## src/rtl/latch_stamp_pkg.sv

```systemverilog
package latch_stamp_pkg;

    typedef enum logic {
        EDGE_RISE = 1'b0,
        EDGE_FALL = 1'b1
    } edge_kind_e;

    typedef struct packed {
        logic take;
        logic one_shot;
        logic clr;
    } cap_ctrl_t;

    function automatic int stamp_index(input int lane, input edge_kind_e kind);
        return 2 * lane + ((kind == EDGE_FALL) ? 1 : 0);
    endfunction

endpackage

```

## src/rtl/pin_edge_sense.sv

```systemverilog
module pin_edge_sense #(
    parameter int N = 2
) (
    input  logic         clk,
    input  logic         rst,
    input  logic [N-1:0] pin,
    output logic [N-1:0] rise,
    output logic [N-1:0] fall
);
    logic [N-1:0] meta_q;
    logic [N-1:0] sync_q;
    logic [N-1:0] prev_q;

    always_ff @(posedge clk) begin
        if (rst) begin
            meta_q <= '0;
            sync_q <= '0;
            prev_q <= '0;
        end else begin
            meta_q <= pin;
            sync_q <= meta_q;
            prev_q <= sync_q;
        end
    end

    for (genvar i = 0; i < N; i++) begin : g_lane
        assign rise[i] = sync_q[i] & ~prev_q[i];
        assign fall[i] = ~sync_q[i] & prev_q[i];


        rise_latency_chk: assert property (@(posedge clk) disable iff (rst)
            rise[i] |-> $past(pin[i], 2));

        fall_latency_chk: assert property (@(posedge clk) disable iff (rst)
            fall[i] |-> !$past(pin[i], 2));
    end
endmodule

```

## src/rtl/stamp_slot.sv

```systemverilog
module stamp_slot
    import latch_stamp_pkg::*;
#(
    parameter int TIME_W = 64
) (
    input  logic              clk,
    input  logic              rst,
    input  logic              cap,
    input  logic              one_shot,
    input  logic              clr,
    input  logic [TIME_W-1:0] time_in,
    output logic [TIME_W-1:0] stamp,
    output logic              pending
);
    cap_ctrl_t ctl;

    always_comb begin
        ctl.one_shot = one_shot;
        ctl.clr      = clr;
        ctl.take     = cap & ~(one_shot & pending);
    end

    always_ff @(posedge clk) begin
        if (rst) begin
            stamp   <= '0;
            pending <= 1'b0;
        end else begin
            if (ctl.take) stamp <= time_in;
            if (ctl.take) pending <= 1'b1;
            else if (ctl.clr) pending <= 1'b0;
        end
    end


    flag_set_chk: assert property (@(posedge clk) disable iff (rst)
        (cap && !one_shot) |=> pending);

    hold_chk: assert property (@(posedge clk) disable iff (rst)
        (one_shot && pending) |=> $stable(stamp));

    cap_beats_clr_chk: assert property (@(posedge clk) disable iff (rst)
        (cap && clr && !one_shot) |=> (pending && stamp == $past(time_in)));
endmodule

```

## src/rtl/latch_stamp_unit.sv

```systemverilog
module latch_stamp_unit
    import latch_stamp_pkg::*;
#(
    parameter int N_LATCH = 2,
    parameter int TIME_W  = 64,
    localparam int NREG   = 2 * N_LATCH + 1,
    localparam int SEL_W  = $clog2(NREG + 1)
) (
    input  logic               clk,
    input  logic               rst,
    input  logic [TIME_W-1:0]  sys_time,
    input  logic [N_LATCH-1:0] latch_pin,
    input  logic [N_LATCH-1:0] pin_is_latch,
    input  logic               latch_pwr_save,
    input  logic [N_LATCH-1:0] single_shot,
    input  logic               buf_evt,
    input  logic               rd_en,
    input  logic [SEL_W-1:0]   rd_sel,
    output logic [TIME_W-1:0]  rd_data,
    output logic [NREG-1:0]    evt_flags
);
    localparam int BUF_IDX = NREG - 1;

    logic [N_LATCH-1:0] rise;
    logic [N_LATCH-1:0] fall;
    logic [N_LATCH-1:0] lane_ok;
    logic [NREG-1:0]    cap_vec;
    logic [NREG-1:0]    shot_vec;
    logic [NREG-1:0]    clr_vec;
    logic [TIME_W-1:0]  stamps [NREG];
    logic [TIME_W-1:0]  rd_mux;

    pin_edge_sense #(.N(N_LATCH)) u_sense (
        .clk  (clk),
        .rst  (rst),
        .pin  (latch_pin),
        .rise (rise),
        .fall (fall)
    );

    assign lane_ok = pin_is_latch & {N_LATCH{~latch_pwr_save}};

    for (genvar i = 0; i < N_LATCH; i++) begin : g_lane
        localparam int RI = stamp_index(i, EDGE_RISE);
        localparam int FI = stamp_index(i, EDGE_FALL);
        assign cap_vec[RI]  = rise[i] & lane_ok[i];
        assign cap_vec[FI]  = fall[i] & lane_ok[i];
        assign shot_vec[RI] = single_shot[i];
        assign shot_vec[FI] = single_shot[i];


        gated_pin_chk: assert property (@(posedge clk) disable iff (rst)
            !pin_is_latch[i] |=> (!$rose(evt_flags[RI]) && !$rose(evt_flags[FI])));
    end

    assign cap_vec[BUF_IDX]  = buf_evt;
    assign shot_vec[BUF_IDX] = 1'b0;

    for (genvar k = 0; k < NREG; k++) begin : g_slot
        assign clr_vec[k] = rd_en && (rd_sel == SEL_W'(k));
        stamp_slot #(.TIME_W(TIME_W)) u_slot (
            .clk      (clk),
            .rst      (rst),
            .cap      (cap_vec[k]),
            .one_shot (shot_vec[k]),
            .clr      (clr_vec[k]),
            .time_in  (sys_time),
            .stamp    (stamps[k]),
            .pending  (evt_flags[k])
        );
    end

    always_comb begin
        rd_mux = '0;
        for (int k = 0; k < NREG; k++) begin
            if (rd_sel == SEL_W'(k)) rd_mux = stamps[k];
        end
    end

    always_ff @(posedge clk) begin
        if (rst)        rd_data <= '0;
        else if (rd_en) rd_data <= rd_mux;
    end


    pwr_save_chk: assert property (@(posedge clk) disable iff (rst)
        latch_pwr_save |=>
            ((evt_flags[NREG-2:0] & ~$past(evt_flags[NREG-2:0])) == '0));

    buf_capture_chk: assert property (@(posedge clk) disable iff (rst)
        buf_evt |=> evt_flags[BUF_IDX]);

    read_clears_chk: assert property (@(posedge clk) disable iff (rst)
        (rd_en && rd_sel == SEL_W'(BUF_IDX) && !buf_evt) |=> !evt_flags[BUF_IDX]);
endmodule

```

## config.mk

```make
export PLATFORM = sky130hd
export DESIGN_NAME = latch_stamp_unit
export DESIGN_NICKNAME = d
export VERILOG_FILES = /design/src/rtl/latch_stamp_pkg.sv /design/src/rtl/pin_edge_sense.sv /design/src/rtl/stamp_slot.sv /design/src/rtl/latch_stamp_unit.sv
export SDC_FILE = /design/constraint.sdc
export NUM_CORES = 1
export LEC_CHECK = 0
export ABC_AREA = 0
export ABC_CLOCK_PERIOD_IN_PS = 1800
export BUFFER_PORTS_ARGS = -buffer_cell sky130_fd_sc_hd__clkbuf_2
export CAP_MARGIN = 40
export CORE_ASPECT_RATIO = 0.7
export CORE_UTILIZATION = 55
export DETAILED_ROUTE_END_ITERATION = 7
export HOLD_SLACK_MARGIN = 0.08
export MAX_ROUTING_LAYER = met4
export PLACE_DENSITY_LB_ADDON = 0.3
export SLEW_MARGIN = 0
export SYNTH_ARGS = -nofsm -noshare
export SYNTH_HDL_FRONTEND = slang
export SYNTH_SLANG_ARGS = --single-unit
```

## constraint.sdc

```tcl
create_clock -name clk -period 1.8 [get_ports clk]
set_clock_uncertainty 0.05 [all_clocks]
set_input_delay 0.45 -clock clk [delete_from_list [all_inputs] [get_ports clk]]
set_output_delay 0.45 -clock clk [all_outputs]
set_load 0.02 [all_outputs]
```

==> results.json <==
{
  "crit_type": "flop to primary output",
  "die_x_um": 211,
  "cp.buffers_inverters": 1,
  "cp-start-kind": "flop",
  "viasPerCell": 6.91,
  "critPathLaunch": "g_slot[1].u_slot.pending$_SDFFE_PP0P_",
  "cts_buffers": 38,
  "r2r_end": "g_slot[3].u_slot.stamp[41]$_SDFFE_PP0P_",
  "slowest_delay_ps": 470,
  "crit_end": "evt_flags[1]",
  "seq_area_frac_synth_pct": 47.2,
  "slowest_stage": "dfxtp_1",
  "grt_pass1_wl_mm": 89.0,
  "rsz0062_at_grt": "no",
  "timing.rr.start": "u_sense.sync_q[1]$_SDFF_PP0_",
  "area_growth_pct": 15.4,
  "die_y_um": 148,
  "slew_violations": 0,
  "row_count": 53,
  "synth_area_leader_cell": "dfxtp_1",
  "vias": 16400,
  "drt_first_pass_iters": 8,
  "grt_max_degree": 73,
  "async_reset_ff_share_pct": 0,
  "synth_top_area_share_pct": 47.2,
  "mappedNetlistArea_um2": 16700,
  "port_buffers": 146,
  "power_density_nw_per_um2": 970,
  "status": "finished, final reports clean",
  "arrival_ps": 1230,
  "synth-warning-count": 0,
  "h-tree-depth": 2,
  "yosys-top-cells-count": "395 x dfxtp_1, 316 x a21oi_1, 258 x o21ai_0, 256 x nand3_1, 142 x clkbuf_1",
  "drtIter0Drc": 2510,
  "register_area_um2": 7910,
  "antenna_left": 0,
  "tightest_slew_ps": 457,
  "pre_cts_ws_ps": -15.4,
  "setup_viol": 0,
  "grt_pass1_vias": 15900,
  "yosysMostFrequentCell": "dfxtp_1",
  "wl_per_cell_um": 24.2,
  "synth_cell_types": 32,
  "synthCells": 1903,
  "hold_path.class": "input pin to flop",
  "cts_tree": "done",
  "finalHoldViolations": 0,
  "wl_mm": 57.3,
  "drcViolationCount": 0,
  "critPathTopFamily": "flip-flops",
  "synth.avg_cell_area_um2": 8.80,
  "drv_cap": 0,
  "crit_path_end_kind": "primary output",
  "cp_num_cells": 1,
  "grt_use_total_pct": 37.1,
  "slew-limit-headroom_pct": 69.5,
  "cts_num_sinks": 395,
  "path_clk_slew_ps": 60,
  "final.fill_count": 2494,
  "required_ps": 1300,
  "layout-drive-gt1-share_pct": 18.7,
  "p_leak_nw": 6.73,
  "synth-edff-count": 0,
  "hpwl_mm": 30.4,
  "ys_ff_latch": 395,
  "synth-main-ff-cell": "dfxtp_1",
  "max_freq_ghz": 0.577,
  "cts_root_buffer": "clkbuf_16",
  "design.portCount": 147,
  "die-area_um2": 31200,
  "clk_latency_ps": 550,
  "clk_path_buf_depth": 3,
  "path_cells": "clkbuf_2",
  "critPathMaxFanout": 4,
  "grt_overflow": 0,
  "setup_ws_ps": 67.0,
  "nets": 2009,
  "place_congestion": 0.854,
  "multi_input_area_um2": 7880,
  "rr_worst_depth": 4,
  "period_minus_slack_ps": 1730,
  "start_util_pct": 55.9,
  "ir_drop_mv": 0.794,
  "placeableCoreArea_um2": 30000,
  "tns_ps": 0,
  "synth.area.top_cells": "dfxtp_1 47%, a21oi_1 9.4%, o21ai_0 7.7%, nand3_1 7.7%, mux2_2 4.7%",
  "rrSetupSlack_ps": 310,
  "antenna_found_initial": 3,
  "fin_crit_sh_pct": 96.3,
  "synth_nets": 1981
}
[worst min path at each step]
stage	startpoint	to	slack, ps	cells past startpoint
floorplan	u_sense.meta_q[0]$_SDFF_PP0_	u_sense.sync_q[0]$_SDFF_PP0_	360	1
global placement	u_sense.meta_q[0]$_SDFF_PP0_	u_sense.sync_q[0]$_SDFF_PP0_	390	1
detailed placement	u_sense.meta_q[0]$_SDFF_PP0_	u_sense.sync_q[0]$_SDFF_PP0_	400	1
CTS	latch_pin[0]	u_sense.meta_q[0]$_SDFF_PP0_	80	2
global route	latch_pin[0]	u_sense.meta_q[0]$_SDFF_PP0_	90	2
finish	latch_pin[0]	u_sense.meta_q[0]$_SDFF_PP0_	80	2
[repair_timing]
action,in CTS,in global routing
setup buffers,0,0
hold buffers,1,0
endpoints found under the hold margin,1,0
resized for setup,0,0
[area by class of cell]
type / count / share of cell area, %
diodes: 3 / 0.0389
clock inverters: 12 / 0.881
multi-input cells: 1277 / 40.8
well taps: 412 / 2.67
repair buffers: 215 / 9.01
inverters: 4 / 0.0777
clock buffers: 52 / 5.61
flip-flops and latches: 395 / 40.9
[metrics by stage]
stage,area (um2),power (mW),cells,hold slack [ps],utilization (%)
2_1_floorplan,16700,9.99,1903,364,-
3_3_place_gp,18000,10.6,2302,386,60.2
3_5_place_dp,18000,10.6,2302,405,60.2
4_1_cts,19300,18.7,2367,80.9,64.4
5_1_grt,19300,19.2,2370,89.7,64.5
6_report,19300,18.7,2370,82.5,64.5
[logic make-up after synthesis]
kind of cell           share of synthesized area [%]
and+or+nand+nor                                 11.0
muxes                                           8.60
buffers and inverters                           6.09
DFF                                             47.2
AOI/OAI and AO/OA                               27.1
[power breakdown]
group	leakage, nW	switching (mW)	internal, mW
Clock	0.617	3.46	4.79
Sequential	3.20	0.108	8.92
Combinational	2.91	0.953	0.498
Total	6.73	4.52	14.2
[cells in the final DEF, fill, tap and decap left out, types with 2 or more instances in the layout]
cell       count
nand2b_1       2
a31oi_1       16
nor2_1        67
clkbuf_2     143
clkbuf_8       6
bufinv_16      4
o31ai_1        2
clkinv_2       5
nand4bb_2      4
mux2i_1       64
and2_2         4
mux2_2        70
o221ai_1      63
buf_4         32
a22oi_1        8
clkbuf_1       7
o21ai_0      258
inv_2          3
and4bb_2       4
nand3_1      256
dfxtp_1      395
nand2_2        4
a32oi_1       49
a221oi_1      56
nand2_1       20
nor2b_1        7
clkbuf_16     39
diode_2        3
a21oi_1      316
buf_12        38
[per-layer routing]
metal	GRT usage [%]	up-vias	wire length, um
met5	-	-	0
met2	55.2	1195	25300
li1	-	7170	-
met4	13.4	0	1690
met1	49.5	7858	23000
met3	7.90	161	7320
[flip-flops by register name, summed over array words and instances (netlist names)]
signal / flops
g_slot.u_slot.stamp: 320
rd_data: 64
g_slot.u_slot.pending: 5
u_sense.meta_q: 2
u_sense.prev_q: 2
u_sense.sync_q: 2
(Power assumes the default switching activity.)
